<file path="src/rtl/age_wd_pkg.sv">
package age_wd_pkg;

    localparam int STAMP_W = 32;

    typedef logic [STAMP_W-1:0] stamp_t;

    typedef enum logic {
        SCHED_IDLE  = 1'b0,
        SCHED_ARMED = 1'b1
    } sched_e;

    typedef struct packed {
        logic   found;
        stamp_t age;
    } scan_hit_t;

    // modular distance between two stamps
    function automatic stamp_t elapsed(stamp_t now, stamp_t then);
        return now - then;
    endfunction

endpackage

</file>
<file path="src/rtl/age_wd_sched.sv">
module age_wd_sched
    import age_wd_pkg::*;
(
    input  logic   clk,
    input  logic   rst,
    input  stamp_t limit,
    input  logic   insert,
    input  logic   drain,
    input  logic   any_pending,
    output stamp_t now,
    output logic   check_now,
    output logic   armed
);

    sched_e state;
    stamp_t due;

    assign armed     = (state == SCHED_ARMED);
    assign check_now = armed && (now == due);

    always_ff @(posedge clk) begin
        if (rst) begin
            now   <= '0;
            due   <= '0;
            state <= SCHED_IDLE;
        end else begin
            now <= now + 1'b1;
            case (state)
                SCHED_IDLE: begin
                    if (insert && !drain) begin
                        due   <= now + limit;
                        state <= SCHED_ARMED;
                    end
                end
                SCHED_ARMED: begin
                    if (now == due) begin
                        if ((any_pending || insert) && !drain) begin
                            due <= now + limit;
                        end else begin
                            state <= SCHED_IDLE;
                        end
                    end
                end
                default: state <= SCHED_IDLE;
            endcase
        end
    end

endmodule

</file>
<file path="src/rtl/age_wd_scan.sv">
module age_wd_scan
    import age_wd_pkg::*;
#(
    parameter int NS = 8,
    parameter int AW = 32
) (
    input  stamp_t              now,
    input  stamp_t              limit,
    input  logic [NS-1:0]       valid,
    input  logic [NS*AW-1:0]    addr,
    input  logic [NS*STAMP_W-1:0] issue,
    output scan_hit_t           hit,
    output logic [AW-1:0]       hit_addr
);

    logic [NS-1:0] late;
    stamp_t        age [NS];

    for (genvar g = 0; g < NS; g++) begin : g_slot
        assign age[g]  = elapsed(now, issue[g*STAMP_W +: STAMP_W]);
        assign late[g] = valid[g] && (age[g] >= limit);
    end

    // lowest index wins: walk downward so the last write is the lowest
    always_comb begin
        hit      = '0;
        hit_addr = '0;
        for (int i = NS - 1; i >= 0; i--) begin
            if (late[i]) begin
                hit.found = 1'b1;
                hit.age   = age[i];
                hit_addr  = addr[i*AW +: AW];
            end
        end
    end

endmodule

</file>
<file path="src/rtl/age_wd_count.sv">
module age_wd_count #(
    parameter int NS = 8,
    parameter int CW = $clog2(NS + 1)
) (
    input  logic          clk,
    input  logic          rst,
    input  logic [NS-1:0] valid,
    output logic [CW-1:0] count
);

    logic [CW-1:0] sum;

    always_comb begin
        sum = '0;
        for (int i = 0; i < NS; i++) begin
            sum = sum + CW'(valid[i]);
        end
    end

    always_ff @(posedge clk) begin
        if (rst) count <= '0;
        else     count <= sum;
    end

endmodule

</file>
<file path="src/rtl/age_watchdog.sv">
module age_watchdog
    import age_wd_pkg::*;
#(
    parameter int NRD = 4,
    parameter int NWR = 4,
    parameter int AW  = 32,
    localparam int NS = NRD + NWR,
    localparam int CW = $clog2(NS + 1)
) (
    input  logic                   clk,
    input  logic                   rst,
    input  logic [STAMP_W-1:0]     age_limit,
    input  logic                   req_insert,
    input  logic                   drain_req,
    input  logic [NRD-1:0]         rd_valid,
    input  logic [NRD*AW-1:0]      rd_addr,
    input  logic [NRD*STAMP_W-1:0] rd_issue,
    input  logic [NWR-1:0]         wr_valid,
    input  logic [NWR*AW-1:0]      wr_addr,
    input  logic [NWR*STAMP_W-1:0] wr_issue,
    output logic [STAMP_W-1:0]     now_cycle,
    output logic [CW-1:0]          outstanding,
    output logic                   deadlock,
    output logic [AW-1:0]          deadlock_addr,
    output logic [STAMP_W-1:0]     deadlock_age
);

    // read slots occupy the low indices so they win the priority scan
    logic [NS-1:0]         all_valid;
    logic [NS*AW-1:0]      all_addr;
    logic [NS*STAMP_W-1:0] all_issue;

    assign all_valid = {wr_valid, rd_valid};
    assign all_addr  = {wr_addr, rd_addr};
    assign all_issue = {wr_issue, rd_issue};

    logic      check_now;
    logic      armed;
    scan_hit_t hit;
    logic [AW-1:0] hit_addr;

    age_wd_sched u_sched (
        .clk         (clk),
        .rst         (rst),
        .limit       (age_limit),
        .insert      (req_insert),
        .drain       (drain_req),
        .any_pending (|all_valid),
        .now         (now_cycle),
        .check_now   (check_now),
        .armed       (armed)
    );

    age_wd_scan #(.NS(NS), .AW(AW)) u_scan (
        .now      (now_cycle),
        .limit    (age_limit),
        .valid    (all_valid),
        .addr     (all_addr),
        .issue    (all_issue),
        .hit      (hit),
        .hit_addr (hit_addr)
    );

    age_wd_count #(.NS(NS), .CW(CW)) u_count (
        .clk   (clk),
        .rst   (rst),
        .valid (all_valid),
        .count (outstanding)
    );

    always_ff @(posedge clk) begin
        if (rst) begin
            deadlock      <= 1'b0;
            deadlock_addr <= '0;
            deadlock_age  <= '0;
        end else if (check_now && hit.found && !deadlock) begin
            deadlock      <= 1'b1;
            deadlock_addr <= hit_addr;
            deadlock_age  <= hit.age;
        end
    end

endmodule

</file>
<file path="config.mk">
export PLATFORM = sky130hd
export DESIGN_NAME = age_watchdog
export DESIGN_NICKNAME = d
export VERILOG_FILES = /design/src/rtl/age_wd_pkg.sv /design/src/rtl/age_wd_sched.sv /design/src/rtl/age_wd_scan.sv /design/src/rtl/age_wd_count.sv /design/src/rtl/age_watchdog.sv
export SDC_FILE = /design/constraint.sdc
export NUM_CORES = 1
export LEC_CHECK = 0
export BUFFER_PORTS_ARGS = -buffer_cell sky130_fd_sc_hd__buf_4
export CAP_MARGIN = 20
export CELL_PAD_IN_SITES_DETAIL_PLACEMENT = 1
export CELL_PAD_IN_SITES_GLOBAL_PLACEMENT = 1
export CORE_UTILIZATION = 44
export DETAILED_ROUTE_END_ITERATION = 8
export GPL_TIMING_DRIVEN = 0
export HOLD_SLACK_MARGIN = 0.05
export PLACE_DENSITY = 0.94
export SLEW_MARGIN = 0
export SYNTH_ARGS = -nofsm -noshare
export SYNTH_HDL_FRONTEND = slang
export SYNTH_SLANG_ARGS = --single-unit
</file>
<file path="constraint.sdc">
create_clock -name clk -period 11.62 [get_ports clk]
set_input_delay 1.162 -clock clk [delete_from_list [all_inputs] [get_ports clk]]
set_output_delay 1.162 -clock clk [all_outputs]
set_load 0.05 [all_outputs]
</file>
==> results.md <==
- Nets: 5930
- Synth Area in Compound Gates: 30.92%
- Origin of the critical flop-to-flop path: u_sched.now[19]
- Commonest non-fill, non-tap cell in the layout: buf_4
- First-pass GRT wire length: 238700 microns
- Layout area overhead: 22.68%
- Top area cells in the synthesized netlist: ha_1 (23%), dfxtp_1 (9.0%), a21oi_1 (6.9%)
- Most frequent cells in the layout: buf_4 (659), ha_1 (540), a21oi_1 (412), inv_1 (368), nor2_1 (336)
- Total number of vias: 37.72k
- Vias per inst: 6.607
- Layout cells sized above 1: 15.83%
- Buffers on Ports: 656
- Top FF cell, synth: dfxtp_1
- Initial DRC Count: 3095
- Hold Crit Depth: 2
- RSZ-0062 raised after global routing: false
- CP endpoint kind: register
- Share of the synthesized area in the top cell type: 22.77%
- Proportion of synthesized area in mux cells: 1.358%
- Crit-path max FO: 13
- Post-synth ARST share: 0%
- Htree depth: 4
- Worst path required time: 12060 ps
- Postcts setup bufs: 0
- TritonCTS clock tree: built
- Tot GR Track Use: 47.45%
- Setup TNS: 0 ps
- Status: completed
- Synth area leader: ha_1
- Largest net degree at the start of global routing: 17
- Largest family of logic cells by synthesized area: compound AO/OA/AOI/OAI gates
- Hpwl dp: 139700 microns
- Starting Density: 44.81%
- DR WL/cell: 29.50 microns
- Max cap viols: 0
- Clk buf depth: 2
- Utilization after layout: 54.98%
- Worst path top cell family by delay: compound AO/OA/AOI/OAI gates
- Flop2flop setup slack: 2250 ps
- Worst Path Buf+Inv: 2
- CORE AREA: 0.06622 sq mm
- Pleak: 18.36 nW
- HP Start: deadlock_age[17]
- # DRC: 0
- Die Height: 261.7 microns
- Biggest cell delay along the critical path: 1050 ps
- Post-CTS sizing: 0
- Io pins: 657
- Tmin final: 9365 ps
- Cts hold-fix bufs: 0
- DRT antenna net count: 0
- Post-synthesis xor/xnor area fraction: 9.180%
- Worst rel slew slack: 14.40%
- Cells after Synth: 4137
- Total Wirelength: 168400 microns
- Syn avg cell area: 7.172 sq um
- Final period util: 80.59%
- Vias in the first global route: 38.46k
- Total die area: 0.06848 sq mm
- GRT overflow: 0
- RR Endpoint: deadlock_addr[30]
- CP max stage cell: dfxtp_1
- Sequential fraction of the synthesis area: 9.041%
- FMAX: 106.8 MHz
- Clock Skews: 17.78 ps
- Number of enable flip-flop cells after synthesis: 0
- Worst Tran Pin Value: 1284 ps
- Post-Synth Adder-Cell Area: 23.65%
- Initial antenna violation count: 15
- Power per Cell Area: 64.56 mW/mm^2
- RD Place Congestion: 1.008
- Clock Latency Late Sink: 520 ps
- Worst hold-check path type: register to register
- Worst path cell trace: ha_1, nand4_1, or4_1, o211ai_1, a21oi_1, a311oi_1, xor2_1, ha_1, a21oi_1, nand2_1, a221oi_1, o22ai_1, a21oi_1, buf_2, buf_1, nor2_1, o31ai_1, o21ai_0, o21ai_0
- Final setup viols: 0
- Net count of the mapped netlist: 5246
- Worst vdd ir: 0.1318 mV
- Synthesis-stage register bit count: 134
- R2R depth: 19
- Startpoint types: register
- Worst Hold End: deadlock_age[17]
- Slew Limit Fails: 0
- CTS Buf Count: 17
- Post-Synth Simple-Gate Area: 19.50%
- Synthesized area: 0.02967 sq mm
- Clock-pin slew on the worst setup and hold paths: 70 ps
- Final hold violations: 0
- Die W: 261.7 microns
- Worst EP arrival: 9800 ps
- Most Frequent Cell on Critical Path: a21oi_1
- Rows: 94
- Distinct cells, synth: 90
- Clock Root Buffer: clkbuf_16
- Syn. warnings: 0
- Setup CP Type: register to register
- DR pass1 iterations: 6
- Clock sinks: 134
registers in the layout, indices dropped and copies added, names as in the netlist:
name and count:
u_count.count 4, deadlock 1, u_sched.now 32, u_sched.armed 1, u_sched.due 32, deadlock_addr 32, deadlock_age 32
synthesized netlist by cell type, types with 90 or more instances:
| library cell | number |
|---|---|
| a21o_1 | 175 |
| xor2_1 | 125 |
| a21oi_1 | 412 |
| o21ai_0 | 280 |
| dfxtp_1 | 134 |
| inv_1 | 368 |
| nand3_1 | 114 |
| nand2_1 | 299 |
| clkbuf_1 | 90 |
| xnor2_1 | 186 |
| ha_1 | 540 |
| nor2_1 | 336 |
worst max path at each step:
| stage | start | end | slack, ps | cells after the start |
|---|---|---|---|---|
| 2_1_floorplan | u_sched.now[1] | deadlock_age[11] | 5420 | 25 |
| 3_3_place_gp | wr_issue[0] | deadlock_addr[30] | 2740 | 25 |
| 3_5_place_dp | wr_issue[64] | deadlock_addr[28] | 2810 | 25 |
| 4_1_cts | u_sched.now[0] | deadlock_addr[28] | 3110 | 25 |
| 5_1_grt | u_sched.now[12] | deadlock_addr[30] | 2350 | 21 |
| 6_report | u_sched.now[19] | deadlock_addr[30] | 2250 | 19 |
report_power, final:
group          internal (mW)  switching [mW]
registers              0.471          0.0127
logic                  0.481           0.814
clock network          0.297           0.274
through the flow:
step	hold WS, ps	cells	cell area [sq um]	total power, mW	worst slack (ps)
2_1_floorplan	459.3	4137	29670	1.171	5422
3_3_place_gp	444.9	5657	35680	1.677	2737
3_5_place_dp	462.6	5661	35740	1.719	2814
4_1_cts	476.8	5692	36290	2.286	3111
5_1_grt	496.3	5705	36390	2.423	2347
6_report	487.9	5708	36400	2.350	2255
per-layer routing:
metal	wire length, microns	GRT usage (%)	vias up
met5	48	0	-
met4	16000	40.52	8
met3	16260	10.79	727
met2	75180	76.75	2138
met1	60880	52.81	18268
li1	-	-	16574
worst min-delay path, cell delays in order, from the launching register on:
cell,delay (ps)
dfxtp_1,320
nand2_1,50
o21ai_0,60
cell families after synthesis:
logic type               Yosys count
AO/OA/AOI/OAI                   1413
AND/OR/NAND/NOR                 1193
adder cells (fa/ha/maj)          553
buffers and inverters            493
XOR/XNOR                         311
flip-flops                       134
multiplexers                      40
layout make-up:
type	count	area, sq um
Tap cell	864	1081
Timing Repair Buffer	665	5072
Fill cell	8613	29810
Sequential cell	134	2683
Multi-Input combinational cell	3510	25100
Buffer	125	504.2
Inverter	368	1381
Clock buffer	19	442.9
Clock inverter	12	106.4
Antenna cell	11	27.53
Note: power is estimated with default switching activity, not from simulation.
